## config.mk

```make
export PLATFORM = sky130hd
export DESIGN_NAME = asn_xlate_buf
export DESIGN_NICKNAME = d
export VERILOG_FILES = /design/src/rtl/xlate_pkg.sv /design/src/rtl/xlate_match.sv /design/src/rtl/xlate_victim.sv /design/src/rtl/asn_xlate_buf.sv
export SDC_FILE = /design/constraint.sdc
export NUM_CORES = 2
export LEC_CHECK = 0
export CAP_MARGIN = 20
export CORE_MARGIN = 3
export CORE_UTILIZATION = 55
export CTS_CLUSTER_DIAMETER = 40
export DETAILED_ROUTE_END_ITERATION = 16
export PLACE_DENSITY_LB_ADDON = 0.25
export SYNTH_ARGS = -nofsm -noshare
export SYNTH_HDL_FRONTEND = slang
export SYNTH_SLANG_ARGS = --single-unit
```

## constraint.sdc

```tcl
create_clock -name clk -period 27 [get_ports clk]
set_input_delay 4.05 -clock clk [delete_from_list [all_inputs] [get_ports clk]]
set_output_delay 4.05 -clock clk [all_outputs]
set_load 0.02 [all_outputs]
```

## src/rtl/xlate_pkg.sv

```systemverilog
package xlate_pkg;
  localparam int VA_W  = 32;
  localparam int PA_W  = 32;
  localparam int OFS_W = 12;
  localparam int ASN_W = 8;
  localparam int VPN_W = VA_W - OFS_W;
  localparam int PPN_W = PA_W - OFS_W;

  typedef struct packed {
    logic             valid;
    logic             glob;
    logic             accessed;
    logic             dirty;
    logic             user_ok;
    logic             cacheable;
    logic [ASN_W-1:0] asn;
    logic [VPN_W-1:0] vpn;
    logic [PPN_W-1:0] ppn;
  } xent_t;
endpackage

```

## src/rtl/xlate_match.sv

```systemverilog
module xlate_match
  import xlate_pkg::*;
#(
  parameter int NUM_ENT = 16
) (
  input  xent_t              ent [NUM_ENT],
  input  logic [VPN_W-1:0]   vpn,
  input  logic [ASN_W-1:0]   asn,
  output logic [NUM_ENT-1:0] match_v
);
  for (genvar i = 0; i < NUM_ENT; i++) begin : g_cmp
    assign match_v[i] = ent[i].valid && (ent[i].vpn == vpn) &&
                        (ent[i].glob || (ent[i].asn == asn));
  end
endmodule

```

## src/rtl/xlate_victim.sv

```systemverilog
module xlate_victim #(
  parameter  int NUM_ENT = 16,
  localparam int IDX_W   = $clog2(NUM_ENT)
) (
  input  logic               clk,
  input  logic               rst_n,
  input  logic [NUM_ENT-1:0] valid_v,
  input  logic [NUM_ENT-1:0] acc_v,
  output logic [IDX_W-1:0]   victim,
  output logic               age_wrap
);
  logic [NUM_ENT-1:0] free_v;
  logic [NUM_ENT-1:0] stale_v;

  assign free_v  = ~valid_v;
  assign stale_v = ~acc_v;

  always_comb begin
    victim   = '0;
    age_wrap = 1'b0;
    if (|free_v) begin
      for (int i = NUM_ENT - 1; i >= 0; i--) begin
        if (free_v[i]) victim = IDX_W'(i);
      end
    end else if (|stale_v) begin
      for (int i = NUM_ENT - 1; i >= 0; i--) begin
        if (stale_v[i]) victim = IDX_W'(i);
      end
    end else begin
      age_wrap = 1'b1;
    end
  end


  victim_free_chk: assert property (@(posedge clk) disable iff (!rst_n)
    (|free_v) |-> !valid_v[victim]);


  victim_stale_chk: assert property (@(posedge clk) disable iff (!rst_n)
    ((&valid_v) && !(&acc_v)) |-> !acc_v[victim]);
endmodule

```

## src/rtl/asn_xlate_buf.sv

```systemverilog
module asn_xlate_buf
  import xlate_pkg::*;
#(
  parameter int NUM_ENT = 16
) (
  input  logic             clk,
  input  logic             rst_n,
  input  logic             lk_valid,
  input  logic [VA_W-1:0]  lk_vaddr,
  input  logic             lk_write,
  input  logic             lk_user,
  input  logic [ASN_W-1:0] cur_asn,
  output logic             lk_hit,
  output logic             lk_fault,
  output logic [PA_W-1:0]  lk_paddr,
  output logic             lk_dirty,
  output logic             lk_cacheable,
  output logic             refill_req,
  output logic [VPN_W-1:0] refill_vpn,
  output logic [ASN_W-1:0] refill_asn,
  input  logic             fill_valid,
  input  logic [PPN_W-1:0] fill_ppn,
  input  logic             fill_global,
  input  logic             fill_user_ok,
  input  logic             fill_cacheable,
  input  logic             flush_all,
  input  logic             inval_valid,
  input  logic [ASN_W-1:0] inval_asn
);
  localparam int IDX_W = $clog2(NUM_ENT);

  // reset: asserted asynchronously, released on the clock
  logic [1:0] rs_q;
  logic       rst_sync_n;

  always_ff @(posedge clk or negedge rst_n) begin
    if (!rst_n) rs_q <= 2'b00;
    else        rs_q <= {rs_q[0], 1'b1};
  end
  assign rst_sync_n = rs_q[1];

  xent_t              ent_q [NUM_ENT];
  xent_t              ent_d [NUM_ENT];
  logic               pend_q, pend_d;
  logic [VPN_W-1:0]   rvpn_q, rvpn_d;
  logic [ASN_W-1:0]   rasn_q, rasn_d;
  logic               ent_en, pend_en;

  logic [NUM_ENT-1:0] match_v, valid_v, acc_v;
  logic [IDX_W-1:0]   hit_idx, victim;
  logic               age_wrap, any_match, lk_miss, fill_take;
  logic [VPN_W-1:0]   lk_vpn;
  xent_t              sel;

  assign lk_vpn = lk_vaddr[VA_W-1:OFS_W];

  xlate_match #(.NUM_ENT(NUM_ENT)) u_match (
    .ent     (ent_q),
    .vpn     (lk_vpn),
    .asn     (cur_asn),
    .match_v (match_v)
  );

  always_comb begin
    for (int i = 0; i < NUM_ENT; i++) begin
      valid_v[i] = ent_q[i].valid;
      acc_v[i]   = ent_q[i].accessed;
    end
  end

  xlate_victim #(.NUM_ENT(NUM_ENT)) u_victim (
    .clk      (clk),
    .rst_n    (rst_sync_n),
    .valid_v  (valid_v),
    .acc_v    (acc_v),
    .victim   (victim),
    .age_wrap (age_wrap)
  );

  // lookup path
  always_comb begin
    hit_idx = '0;
    for (int i = NUM_ENT - 1; i >= 0; i--) begin
      if (match_v[i]) hit_idx = IDX_W'(i);
    end
  end

  assign sel          = ent_q[hit_idx];
  assign any_match    = |match_v;
  assign lk_fault     = lk_valid && any_match && lk_user && !sel.user_ok;
  assign lk_hit       = lk_valid && any_match && !lk_fault;
  assign lk_miss      = lk_valid && !any_match;
  assign lk_paddr     = lk_hit ? {sel.ppn, lk_vaddr[OFS_W-1:0]} : '0;
  assign lk_dirty     = lk_hit && sel.dirty;
  assign lk_cacheable = lk_hit && sel.cacheable;

  assign refill_req = pend_q;
  assign refill_vpn = rvpn_q;
  assign refill_asn = rasn_q;

  assign fill_take = fill_valid && pend_q;
  assign ent_en    = lk_hit || fill_take || inval_valid || flush_all;
  assign pend_en   = fill_take || (lk_miss && !pend_q);

  // next state: hit housekeeping, fill, invalidate, flush (last wins)
  always_comb begin
    ent_d  = ent_q;
    pend_d = pend_q;
    rvpn_d = rvpn_q;
    rasn_d = rasn_q;
    if (lk_hit) begin
      ent_d[hit_idx].accessed = 1'b1;
      if (lk_write) ent_d[hit_idx].dirty = 1'b1;
    end
    if (fill_take) begin
      if (age_wrap) begin
        for (int i = 0; i < NUM_ENT; i++) ent_d[i].accessed = 1'b0;
      end
      ent_d[victim].valid     = 1'b1;
      ent_d[victim].glob      = fill_global;
      ent_d[victim].accessed  = 1'b0;
      ent_d[victim].dirty     = 1'b0;
      ent_d[victim].user_ok   = fill_user_ok;
      ent_d[victim].cacheable = fill_cacheable;
      ent_d[victim].asn       = rasn_q;
      ent_d[victim].vpn       = rvpn_q;
      ent_d[victim].ppn       = fill_ppn;
      pend_d                  = 1'b0;
    end else if (lk_miss && !pend_q) begin
      pend_d = 1'b1;
      rvpn_d = lk_vpn;
      rasn_d = cur_asn;
    end
    if (inval_valid) begin
      for (int i = 0; i < NUM_ENT; i++) begin
        if (!ent_d[i].glob && (ent_d[i].asn == inval_asn)) ent_d[i].valid = 1'b0;
      end
    end
    if (flush_all) begin
      for (int i = 0; i < NUM_ENT; i++) ent_d[i].valid = 1'b0;
    end
  end

  always_ff @(posedge clk or negedge rst_sync_n) begin
    if (!rst_sync_n) begin
      for (int i = 0; i < NUM_ENT; i++) ent_q[i] <= '0;
    end else if (ent_en) begin
      ent_q <= ent_d;
    end
  end

  always_ff @(posedge clk or negedge rst_sync_n) begin
    if (!rst_sync_n) begin
      pend_q <= 1'b0;
      rvpn_q <= '0;
      rasn_q <= '0;
    end else if (pend_en) begin
      pend_q <= pend_d;
      rvpn_q <= rvpn_d;
      rasn_q <= rasn_d;
    end
  end


  match_onehot_chk: assert property (@(posedge clk) disable iff (!rst_sync_n)
    $onehot0(match_v));


  hit_fault_excl_chk: assert property (@(posedge clk) disable iff (!rst_sync_n)
    !(lk_hit && lk_fault));


  refill_hold_chk: assert property (@(posedge clk) disable iff (!rst_sync_n)
    (refill_req && !fill_valid) |=> refill_req);


  refill_tag_stable_chk: assert property (@(posedge clk) disable iff (!rst_sync_n)
    (refill_req && !fill_valid) |=> ($stable(refill_vpn) && $stable(refill_asn)));


  flush_clears_chk: assert property (@(posedge clk) disable iff (!rst_sync_n)
    flush_all |=> (!lk_hit && !lk_fault));
endmodule

```

==> results.json <==
{
  "synth_cells": 4776,
  "rsz0062_at_grt": "false",
  "synth_top_area_share_pct": 48.84,
  "hpwl_um": 82700,
  "viasPerCell": 6.176,
  "vdd_ir_drop_max_mv": 0.06723,
  "drt-wirelength-per-cell_um": 24.92,
  "cts_root_buf": "clkbuf_16",
  "cts_buffers": 133,
  "core.rowCount": 105,
  "ys_async_sr_fraction_pct": 100.0,
  "switching_share_pct": 27.31,
  "final_nets": 4894,
  "grt_pass1_vias": 36890,
  "synth_cell_types": 79,
  "yosys_warnings": 0,
  "clk_path_buf_depth": 3,
  "r2r-end": "ent_q[752]",
  "yosys_register_bits": 895,
  "synth_ff_type": "dfrtp_1",
  "grt_pass1_wl_um": 226400,
  "p_comb_share_pct": 11.1,
  "drtIter0Drc": 3906,
  "setup_violations": 0,
  "n_fill_cell": 6571,
  "worstMarginPinSlew_ns": 1.217,
  "path_cells": "clkdlybuf4s50_1 > buf_4 > xor2_1 > nor4_1 > nand4_1 > or4_4 > a211oi_2 > o311ai_2 > a21oi_4 > buf_4 > buf_4 > mux2i_1 > o22a_1 > nor2_1 > or4b_1 > buf_4 > and2_4 > o2111a_1 > clkdlybuf4s50_1",
  "finalCritPeriodShare_pct": 55.96,
  "crit_buf_inv": 6,
  "final_common_cell": "nand2_1",
  "power.share.sequential_pct": 41.2,
  "r2r_slack_ns": 21.11,
  "worstPathArrival_ns": 11.06,
  "slowest_delay_ns": 0.90,
  "postCtsSetupBuffers": 0,
  "stdcell_count": 5992,
  "htree_levels": 4,
  "drive_gt1_share_pct": 16.89,
  "relSlewSlack_pct": 18.88,
  "avgSynthCellArea_um2": 9.602,
  "ant_nets": 0,
  "fin_crit_ns": 15.11,
  "synth_area_leaders": "dfrtp_1, nand2_1, mux2_2",
  "hold_buffers": 0,
  "fmax_ghz": 0.06619,
  "ios": 144,
  "die_w_um": 294.8,
  "grt_usage_pct": 34.51,
  "critPathMaxFanout": 72,
  "antenna_found_initial": 4,
  "fin_skew_ns": 0.03060,
  "overflow": 0,
  "drt-total-wl_um": 149300,
  "clock_sinks": 895,
  "area_delta_synth_final_pct": 14.68,
  "p_sw_mw": 1.011,
  "vias": 37010,
  "p_leak_nw": 25.62,
  "synth-edff-count": 0,
  "maxCapViolations": 0,
  "drcViolationCount": 0,
  "intPower_mw": 2.692,
  "coreArea_mm2": 0.08237,
  "syn_nets": 4855,
  "setup_tns_ns": 0,
  "cp_top_family": "buffers and inverters",
  "maxSlewViolCount": 0,
  "cts.reportedPaths.clkPinSlew_ns": 0.05,
  "synth_top_cell_by_area": "dfrtp_1",
  "critical_path.slowest_cell": "buf_4",
  "critical_path.endpoint_type": "output port",
  "worstPathRequired_ns": 22.95,
  "die_y_um": 294.8,
  "insertion_delay_ns": 0.72,
  "cts_tree": "done",
  "clockPowerShare_pct": 47.7,
  "cp-start-kind": "input port",
  "dr.pass1.iters": 6,
  "synthesis.area_mm2": 0.04586,
  "setup.worst_path.start": "lk_vaddr[21]",
  "hold_class": "reg2async",
  "start_util_pct": 55.67,
  "die_area_mm2": 0.08688,
  "placedCellCount": 5747,
  "gp_congestion": 0.9156,
  "grt_max_degree": 82,
  "cts_resized": 0,
  "r2r_cells": 16,
  "numPortBuffers": 143,
  "finalHoldViolations": 0,
  "outcome": "finished, final reports clean",
  "r2r_start": "ent_q[29]",
  "final_cell_mix": "nand2_1, dfrtp_1, mux2_2",
  "yosysSeqAreaShare_pct": 48.84,
  "crit_top_cell": "buf_4",
  "power_density_mw_per_mm2": 70.41,
  "worst-setup-path-type": "in2out"
}
layout make-up:
cell class                      count  area [um^2]  area share, %
Sequential cell                   895        22400          42.59
Tap cell                         1070         1339          2.546
Multi-Input combinational cell   3493        21800          41.44
Clock inverter                     72        859.6          1.634
Clock buffer                      169         3717          7.068
Inverter                           35        131.4         0.2498
Antenna cell                        1        2.502       0.004758
Timing Repair Buffer              257         2347          4.463
power by group through the flow:
stage / Clock [mW] / Sequential [mW] / Combinational [mW]
floorplan: 0 / 1.54 / 0.241
global placement: 0 / 1.54 / 0.396
detailed placement: 0 / 1.55 / 0.402
CTS: 1.78 / 1.52 / 0.405
global route: 1.84 / 1.53 / 0.435
finish: 1.77 / 1.53 / 0.412
stage by stage:
stage	instance area, um^2	power, mW	setup slack, ns	hold WS, ns	utilization, %
after floorplan	45860	1.778	0.2053	0.3312	-
after global placement	47930	1.938	11.99	0.3351	58.19
after detailed placement	47930	1.948	12.00	0.3373	58.19
after CTS	52510	3.707	11.98	0.3497	63.74
after global routing	52590	3.810	11.59	0.3636	63.85
final	52590	3.703	11.89	0.3427	63.85
registers in the layout, summed over array words and instances (netlist names):
register and count:
acc_v 16, refill_asn 8, ent_q 848, rs_q 2, refill_vpn 20, refill_req 1
per-layer routing:
layer	vias to the layer above	global-route usage [%]	routed length, um
li1	16180	-	-
met1	18380	46.88	59380
met2	2012	52.57	66760
met3	440	8.387	16360
met4	2	15.82	6838
met5	-	0	9
logic make-up (layout without fill, tap and decap cells):
group	count (synthesis)	after routing	synth area share, %
buf+inv	388	533	4.032
flops	895	895	48.84
xor+xnor	541	541	10.33
other cells	1	2	0.008177
mux	466	466	11.35
compound gates	444	444	6.728
simple gates	2041	2041	18.71
synthesized netlist by cell type (all sizes together), types with 4 or more instances:
master and instances:
nor2 133, nand4 55, a311oi 6, o311ai 7
o21ai 53, xnor2 144, mux2i 33, xor2 397
o221ai 6, o31ai 13, or3 12, nand3 77
clkinv 4, nor3b 4, a21boi 5, o211ai 6
a211oi 66, nor2b 6, nand2b 13, o2111a 22
a21oi 127, and3 14, or4 6, or2 5
a2bb2oi 5, and2 9, a41oi 4, clkbuf 228
dfrtp 895, inv 31, nand2 1490, a2111oi 39
buf 125, nor4 122, o21bai 10, a221oi 7
mux2 433, a31oi 38, nor3 90
how the worst max path moves through the flow:
stage	slack [ns]	cells past startpoint	end
after global routing	11.59	19	lk_paddr[25]
after detailed placement	12.00	19	lk_cacheable
after floorplan	0.21	0	acc_v[0]
after CTS	11.98	19	lk_cacheable
final	11.89	19	lk_paddr[25]
after global placement	11.99	17	lk_dirty
(Power assumes the default switching activity.)
